===== src/rtl/cfgrd_pkg.sv =====
package cfgrd_pkg;
    typedef enum logic [1:0] {
        S_IDLE  = 2'd0,
        S_LDWIN = 2'd1,
        S_STWIN = 2'd2
    } arm_state_t;
endpackage


===== src/rtl/cfgrd_decode.sv =====
module cfgrd_decode #(
    parameter int REG_W   = 8,
    parameter int EN_BIT  = 0,
    parameter int ARM_BIT = 3
) (
    input  logic             ctl_wr,
    input  logic [REG_W-1:0] ctl_wdata,
    input  logic             ee_busy,
    input  logic             armed,
    output logic             arm_req,
    output logic [REG_W-1:0] ctl_rdata
);
    localparam logic [REG_W-1:0] ARM_MASK =
        REG_W'((1 << EN_BIT) | (1 << ARM_BIT));

    // Both bits in one write, refused while a data write is pending.
    always_comb begin
        arm_req   = ctl_wr && !ee_busy && ((ctl_wdata & ARM_MASK) == ARM_MASK);
        ctl_rdata = armed ? ARM_MASK : '0;
    end
endmodule


===== src/rtl/cfgrd_fsm.sv =====
module cfgrd_fsm
    import cfgrd_pkg::*;
#(
    parameter int LD_WIN = 3,
    parameter int ST_WIN = 4
) (
    input  logic clk,
    input  logic rst_n,
    input  logic arm_req,
    input  logic ld_pm,
    input  logic st_pm,
    output logic armed,
    output logic cfg_sel
);
    localparam int CNT_W = $clog2(ST_WIN + 1);
    localparam logic [CNT_W-1:0] LD_LAST = CNT_W'(LD_WIN);
    localparam logic [CNT_W-1:0] ST_LAST = CNT_W'(ST_WIN);

    arm_state_t       state_q, state_d;
    logic [CNT_W-1:0] cnt_q, cnt_d;

    always_comb begin
        state_d = state_q;
        cnt_d   = cnt_q;
        unique case (state_q)
            S_IDLE: begin
                if (arm_req) begin              // ARM
                    state_d = S_LDWIN;
                    cnt_d   = CNT_W'(1);
                end
            end
            S_LDWIN: begin
                if (ld_pm || st_pm) begin       // READ / STORE
                    state_d = S_IDLE;
                    cnt_d   = '0;
                end else if (cnt_q == LD_LAST) begin  // LD_EXPIRE
                    state_d = S_STWIN;
                    cnt_d   = cnt_q + 1'b1;
                end else begin                  // TICK
                    cnt_d   = cnt_q + 1'b1;
                end
            end
            S_STWIN: begin
                if (st_pm || cnt_q == ST_LAST) begin  // STORE / ST_EXPIRE
                    state_d = S_IDLE;
                    cnt_d   = '0;
                end else begin                  // TICK
                    cnt_d   = cnt_q + 1'b1;
                end
            end
            default: begin
                state_d = S_IDLE;
                cnt_d   = '0;
            end
        endcase
    end

    always_ff @(posedge clk) begin
        if (!rst_n) begin
            state_q <= S_IDLE;
            cnt_q   <= '0;
        end else begin
            state_q <= state_d;
            cnt_q   <= cnt_d;
        end
    end

    always_comb begin
        armed   = (state_q != S_IDLE);
        cfg_sel = (state_q == S_LDWIN) && ld_pm;
    end

    a_r2_arm_starts_count: assert property (@(posedge clk) disable iff (!rst_n)
        (state_q == S_IDLE && arm_req) |=> (state_q == S_LDWIN && cnt_q == CNT_W'(1)));
    a_r5_read_disarms: assert property (@(posedge clk) disable iff (!rst_n)
        cfg_sel |=> !armed);
    a_r7_store_disarms: assert property (@(posedge clk) disable iff (!rst_n)
        (armed && st_pm) |=> !armed);
    a_r7_window_ends: assert property (@(posedge clk) disable iff (!rst_n)
        (state_q == S_STWIN && cnt_q == ST_LAST) |=> !armed);
    a_r9_no_restart: assert property (@(posedge clk) disable iff (!rst_n)
        (armed && !ld_pm && !st_pm && cnt_q < ST_LAST) |=> (cnt_q == $past(cnt_q) + 1'b1));
endmodule


===== src/rtl/cfgrd_mux.sv =====
module cfgrd_mux #(
    parameter int DATA_W = 8,
    parameter int PTR_W  = 16,
    parameter int LOCK_W = 6,
    parameter logic [PTR_W-1:0] FUSE_ADDR = 16'h0000,
    parameter logic [PTR_W-1:0] LOCK_ADDR = 16'h0001
) (
    input  logic              clk,
    input  logic              rst_n,
    input  logic              cfg_sel,
    input  logic [PTR_W-1:0]  zptr,
    input  logic [DATA_W-1:0] fuse_lo,
    input  logic [LOCK_W-1:0] lock_bits,
    output logic [DATA_W-1:0] cfg_data
);
    localparam int PAD_W = DATA_W - LOCK_W;

    logic [DATA_W-1:0] lock_byte;

    generate
        if (PAD_W > 0) begin : g_pad
            assign lock_byte = {{PAD_W{1'b1}}, lock_bits};
            a_r4_lock_pad_ones: assert property (@(posedge clk) disable iff (!rst_n)
                (cfg_sel && zptr == LOCK_ADDR) |-> (&cfg_data[DATA_W-1:LOCK_W]));
        end else begin : g_full
            assign lock_byte = lock_bits;
        end
    endgenerate

    always_comb begin
        if (zptr == LOCK_ADDR)      cfg_data = lock_byte;
        else if (zptr == FUSE_ADDR) cfg_data = fuse_lo;
        else                        cfg_data = '1;
    end
endmodule


===== src/rtl/cfg_readback_ctl.sv =====
module cfg_readback_ctl #(
    parameter int DATA_W = 8,
    parameter int PTR_W  = 16,
    parameter int LOCK_W = 6,
    parameter int LD_WIN = 3,
    parameter int ST_WIN = 4
) (
    input  logic              clk,
    input  logic              rst_n,
    input  logic              ctl_wr,
    input  logic [DATA_W-1:0] ctl_wdata,
    input  logic              ld_pm,
    input  logic              st_pm,
    input  logic [PTR_W-1:0]  zptr,
    input  logic              ee_busy,
    input  logic [DATA_W-1:0] fuse_lo,
    input  logic [LOCK_W-1:0] lock_bits,
    output logic              cfg_sel,
    output logic [DATA_W-1:0] cfg_data,
    output logic [DATA_W-1:0] ctl_rdata
);
    logic arm_req;
    logic armed;

    cfgrd_decode #(.REG_W(DATA_W), .EN_BIT(0), .ARM_BIT(3)) u_decode (
        .ctl_wr    (ctl_wr),
        .ctl_wdata (ctl_wdata),
        .ee_busy   (ee_busy),
        .armed     (armed),
        .arm_req   (arm_req),
        .ctl_rdata (ctl_rdata)
    );

    cfgrd_fsm #(.LD_WIN(LD_WIN), .ST_WIN(ST_WIN)) u_fsm (
        .clk     (clk),
        .rst_n   (rst_n),
        .arm_req (arm_req),
        .ld_pm   (ld_pm),
        .st_pm   (st_pm),
        .armed   (armed),
        .cfg_sel (cfg_sel)
    );

    cfgrd_mux #(.DATA_W(DATA_W), .PTR_W(PTR_W), .LOCK_W(LOCK_W)) u_mux (
        .clk       (clk),
        .rst_n     (rst_n),
        .cfg_sel   (cfg_sel),
        .zptr      (zptr),
        .fuse_lo   (fuse_lo),
        .lock_bits (lock_bits),
        .cfg_data  (cfg_data)
    );

    a_r8_busy_blocks_arm: assert property (@(posedge clk) disable iff (!rst_n)
        (!armed && ctl_wr && ee_busy) |=> !armed);
endmodule


===== config.mk =====
export PLATFORM = sky130hd
export DESIGN_NAME = cfg_readback_ctl
export DESIGN_NICKNAME = d
export VERILOG_FILES = /design/src/rtl/cfgrd_pkg.sv /design/src/rtl/cfgrd_decode.sv /design/src/rtl/cfgrd_fsm.sv /design/src/rtl/cfgrd_mux.sv /design/src/rtl/cfg_readback_ctl.sv
export SDC_FILE = /design/constraint.sdc
export NUM_CORES = 1
export LEC_CHECK = 0
export ABC_AREA = 1
export BUFFER_PORTS_ARGS = -buffer_cell sky130_fd_sc_hd__buf_2
export CAP_MARGIN = 20
export CORE_MARGIN = 3
export CORE_UTILIZATION = 30
export DETAILED_ROUTE_END_ITERATION = 8
export MAX_ROUTING_LAYER = met4
export PLACE_DENSITY = 0.83
export SLEW_MARGIN = 25
export SYNTH_ARGS = -nofsm -noshare
export SYNTH_HDL_FRONTEND = slang
export SYNTH_SLANG_ARGS = --single-unit

===== constraint.sdc =====
create_clock -name clk -period 0.95 [get_ports clk]
set_input_delay 0.0475 -clock clk [delete_from_list [all_inputs] [get_ports clk]]
set_output_delay 0.0475 -clock clk [all_outputs]
set_load 0.005 [all_outputs]

==> summary.txt <==
Cells and area
  • Fillers: ~150
  • Design area: between 0.001 and 0.0015 sq mm
  • Diode count: 0
  • Final non-filler cell total: 184
  • Layout area overhead: 103%
  • Final #Nets: 207
  • Share of layout cells above drive strength 1: between 60 and 70%

Power and ir drop
  • Leak pwr: 0.542 nW
  • Clk pwr share: 33.9%
  • Comb pwr share: 35.4%
  • Power Internal: 0.000514 W
  • Peak VDD IR: between 600 and 700 uV
  • Sw power: 0.000202 W
  • Power per cell area: 619 mW/mm^2
  • Flop pwr share: 30.7%
  • Net Sw Frac: 28.2%

Floorplan
  • Std cell rows: 15
  • Die Wd: a little under 50 um
  • DIE AREA: 0.00246 sq mm
  • Die height: 49.6 um
  • Starting Density: 32.3%
  • Core area: 0.00176 sq mm
  • Io pins: 61

Route
  • Drt wl/cell: 11.8 um
  • First-pass DRT Iterations: 4
  • Post-DRT Antenna Nets: 0
  • DRC errors left: 0
  • Routed vias/inst: 4.57
  • Vias: 840
  • Detailed Route Iter0 Violations: 6
  • Routed wire length: 2180 um

Clocking
  • Hold_buf cts: 0
  • TritonCTS clock tree: yes
  • Root buffer cell: clkbuf_4
  • Clock tree buffer depth: 2
  • Later-pin clock latency in the skew report: 0.24 ns
  • Clk slew on worst S/H paths: about 0.040 ns
  • H-tree Lvls: 1
  • Sink Count: 5
  • CTS buffer count: 3

Critical path
  • CP startpoint kind: flip-flop
  • Worst EP arrival: 1.26 ns
  • Cells along the critical path: inv_2 > ha_4 > nand2_4 > nand4_1 > nand3_1 > nand2_1 > a21oi_2
  • Crit-path slowest cell: dfxtp_2
  • Worst-path maximum fanout: 3
  • Worst path max stage delay: 0.35 ns
  • Worst r2r path cells: 7
  • Crit path required time: ~1.1 ns
  • Crit end category: flip-flop
  • Type of the worst setup path: reg -> reg

Outcome
  • Status: finished, violations left
  • Failing checks: negative setup slack

Global routing
  • Total track usage: between 10% and 20%
  • First-pass GRT wire length: around 3200 um
  • Vias in the first global route: 784
  • Largest net degree at the start of global routing: 9
  • GR Overflow Total: 0
  • Initial antenna violation count: 0

Placed design
  • RD Place Congestion: 0.822
  • Port buffer count: 48
  • HPWL Detailed: 1440 um
  • Post-place setup slack: -0.166 ns
  • Placed cells: approximately 180
  • Cell Area, Placed: 858 sq um

Synthesis
  • Synth area leaders: dfxtp_1, nand2_1, nor2_1
  • Synth top area share: between 15 and 20%
  • Number of enable flip-flop cells after synthesis: 0
  • Syn Area/Cell: 5.59 sq um
  • #FFs+latches synth: 5
  • Yosys warning total: 0
  • Count leader, synth: nand2_1
  • Netlist Area Pre-Place: 571 sq um
  • Synth unique cells: 18
  • Main flop type after synthesis: dfxtp_1
  • Top post-synthesis cells by count: nand2_1, nor2_1, inv_1, buf_4, o21ai_1
  • Seq/Total Area, Yosys: 17.5%
  • Synth async-reset ratio: 0%
  • Cells after synthesis: around 100
  • Synth area leader: dfxtp_1

Timing
  • Final setup viols: 16
  • Setup TNS: -1.28 ns
  • Minimum clock period: 1.09 ns
  • Max Slew Vio Count: 0
  • FMAX: 915 MHz
  • Period utilization: 115%
  • Clock skew: approximately 0.0010 ns
  • Setup ws final: -0.143 ns
  • RSZ-0062 raised after global routing: yes
  • Endpoints failing hold: 0

Worst hold path
  • WHS Path Cells: 3
  • Worst min-delay path class: in -> reg

Run
  • Max cap viols: 0
## sequential cells by signal (all words and copies together), names as in the netlist
register       count
u_fsm.cnt_q        3
u_fsm.state_q      2
## worst max-delay path: cells and delay by family (launching register included)
kind / cells / cell delay (ns)
compound gates: 1 / 0.14
fa+ha+maj: 1 / 0.15
buf+inv: 1 / 0.05
flops: 1 / 0.35
simple gates: 4 / 0.32
## power by group through the flow
stage               Sequential, W  Combinational, W  Clock [W]
floorplan                0.000225         0.0000818          0
global placement         0.000226          0.000156          0
detailed placement       0.000226          0.000161          0
CTS                      0.000223          0.000213   0.000244
global route             0.000220          0.000276   0.000268
finish                   0.000220          0.000254   0.000243
## layout by cell type, fill, tap and decap left out
cell type | Yosys | layout
inv_1 | 12 | 9
ha_2 | 0 | 1
conb_1 | 1 | 6
dfxtp_4 | 0 | 2
o21ai_2 | 0 | 4
buf_4 | 8 | 6
nand3_1 | 6 | 4
a21oi_1 | 3 | 1
nand4_1 | 2 | 2
dfxtp_1 | 5 | 1
nand3_4 | 0 | 1
a21oi_2 | 0 | 2
inv_2 | 2 | 5
nand2_2 | 2 | 10
o21ai_1 | 7 | 3
nor2_4 | 0 | 6
nand3_2 | 0 | 1
nor2_2 | 3 | 6
ha_4 | 0 | 2
nor3_2 | 0 | 1
a31oi_1 | 2 | 2
nand2_4 | 0 | 3
clkbuf_1 | 0 | 1
or2_1 | 2 | 2
clkbuf_4 | 0 | 3
nand2_1 | 23 | 12
inv_8 | 0 | 1
buf_2 | 0 | 36
buf_8 | 0 | 1
dfxtp_2 | 0 | 2
buf_6 | 0 | 13
nor2_1 | 19 | 10
## layer usage
layer	up-vias	GRT usage, %	wire, um
met4	0	4.15	23
met2	47	31.3	1140
met1	368	16.0	764
met5	-	-	0
li1	422	-	-
met3	3	5.44	254
## worst paths after layout
path              slack, ns            from                to
hold reg to reg        0.51  u_fsm.cnt_q[1]    u_fsm.cnt_q[1]
setup reg to reg      -0.14  u_fsm.cnt_q[0]    u_fsm.cnt_q[0]
setup / recovery      -0.14  u_fsm.cnt_q[0]    u_fsm.cnt_q[0]
hold / removal         0.07           rst_n  u_fsm.state_q[1]
## cell type report
class / count / area, sq um / area share (%)
Clock buffer: 4 / 26.3 / 2.27
Inverter: 15 / 63.8 / 5.51
Multi-Input combinational cell: 79 / 539 / 46.6
Sequential cell: 5 / 110 / 9.51
Tap cell: 25 / 31.3 / 2.70
Timing Repair Buffer: 56 / 387 / 33.4
## cell families after synthesis
family | Yosys count | synth area share, %
AOI/OAI and AO/OA | 12 | 11.0
adders and majority gates | 3 | 6.58
DFF | 5 | 17.5
and+or+nand+nor | 58 | 43.6
other | 1 | 0.657
buffers and inverters | 23 | 20.6
## metrics by stage
step	power, W	hold WS (ns)	util (%)
after floorplan	0.000307	0.166	-
after global placement	0.000382	0.327	48.7
after detailed placement	0.000387	0.334	48.7
after CTS	0.000680	0.0711	60.9
after global routing	0.000764	0.105	65.6
final	0.000716	0.0723	65.6
## repair_timing
action | CTS | global route
pin swaps | 17 | 20
gates resized for setup | 39 | 22
buffers inserted | 3 | 0
hold endpoints to repair | 0 | 0
setup endpoints to repair | 16 | 16
(Power assumes the default switching activity.)
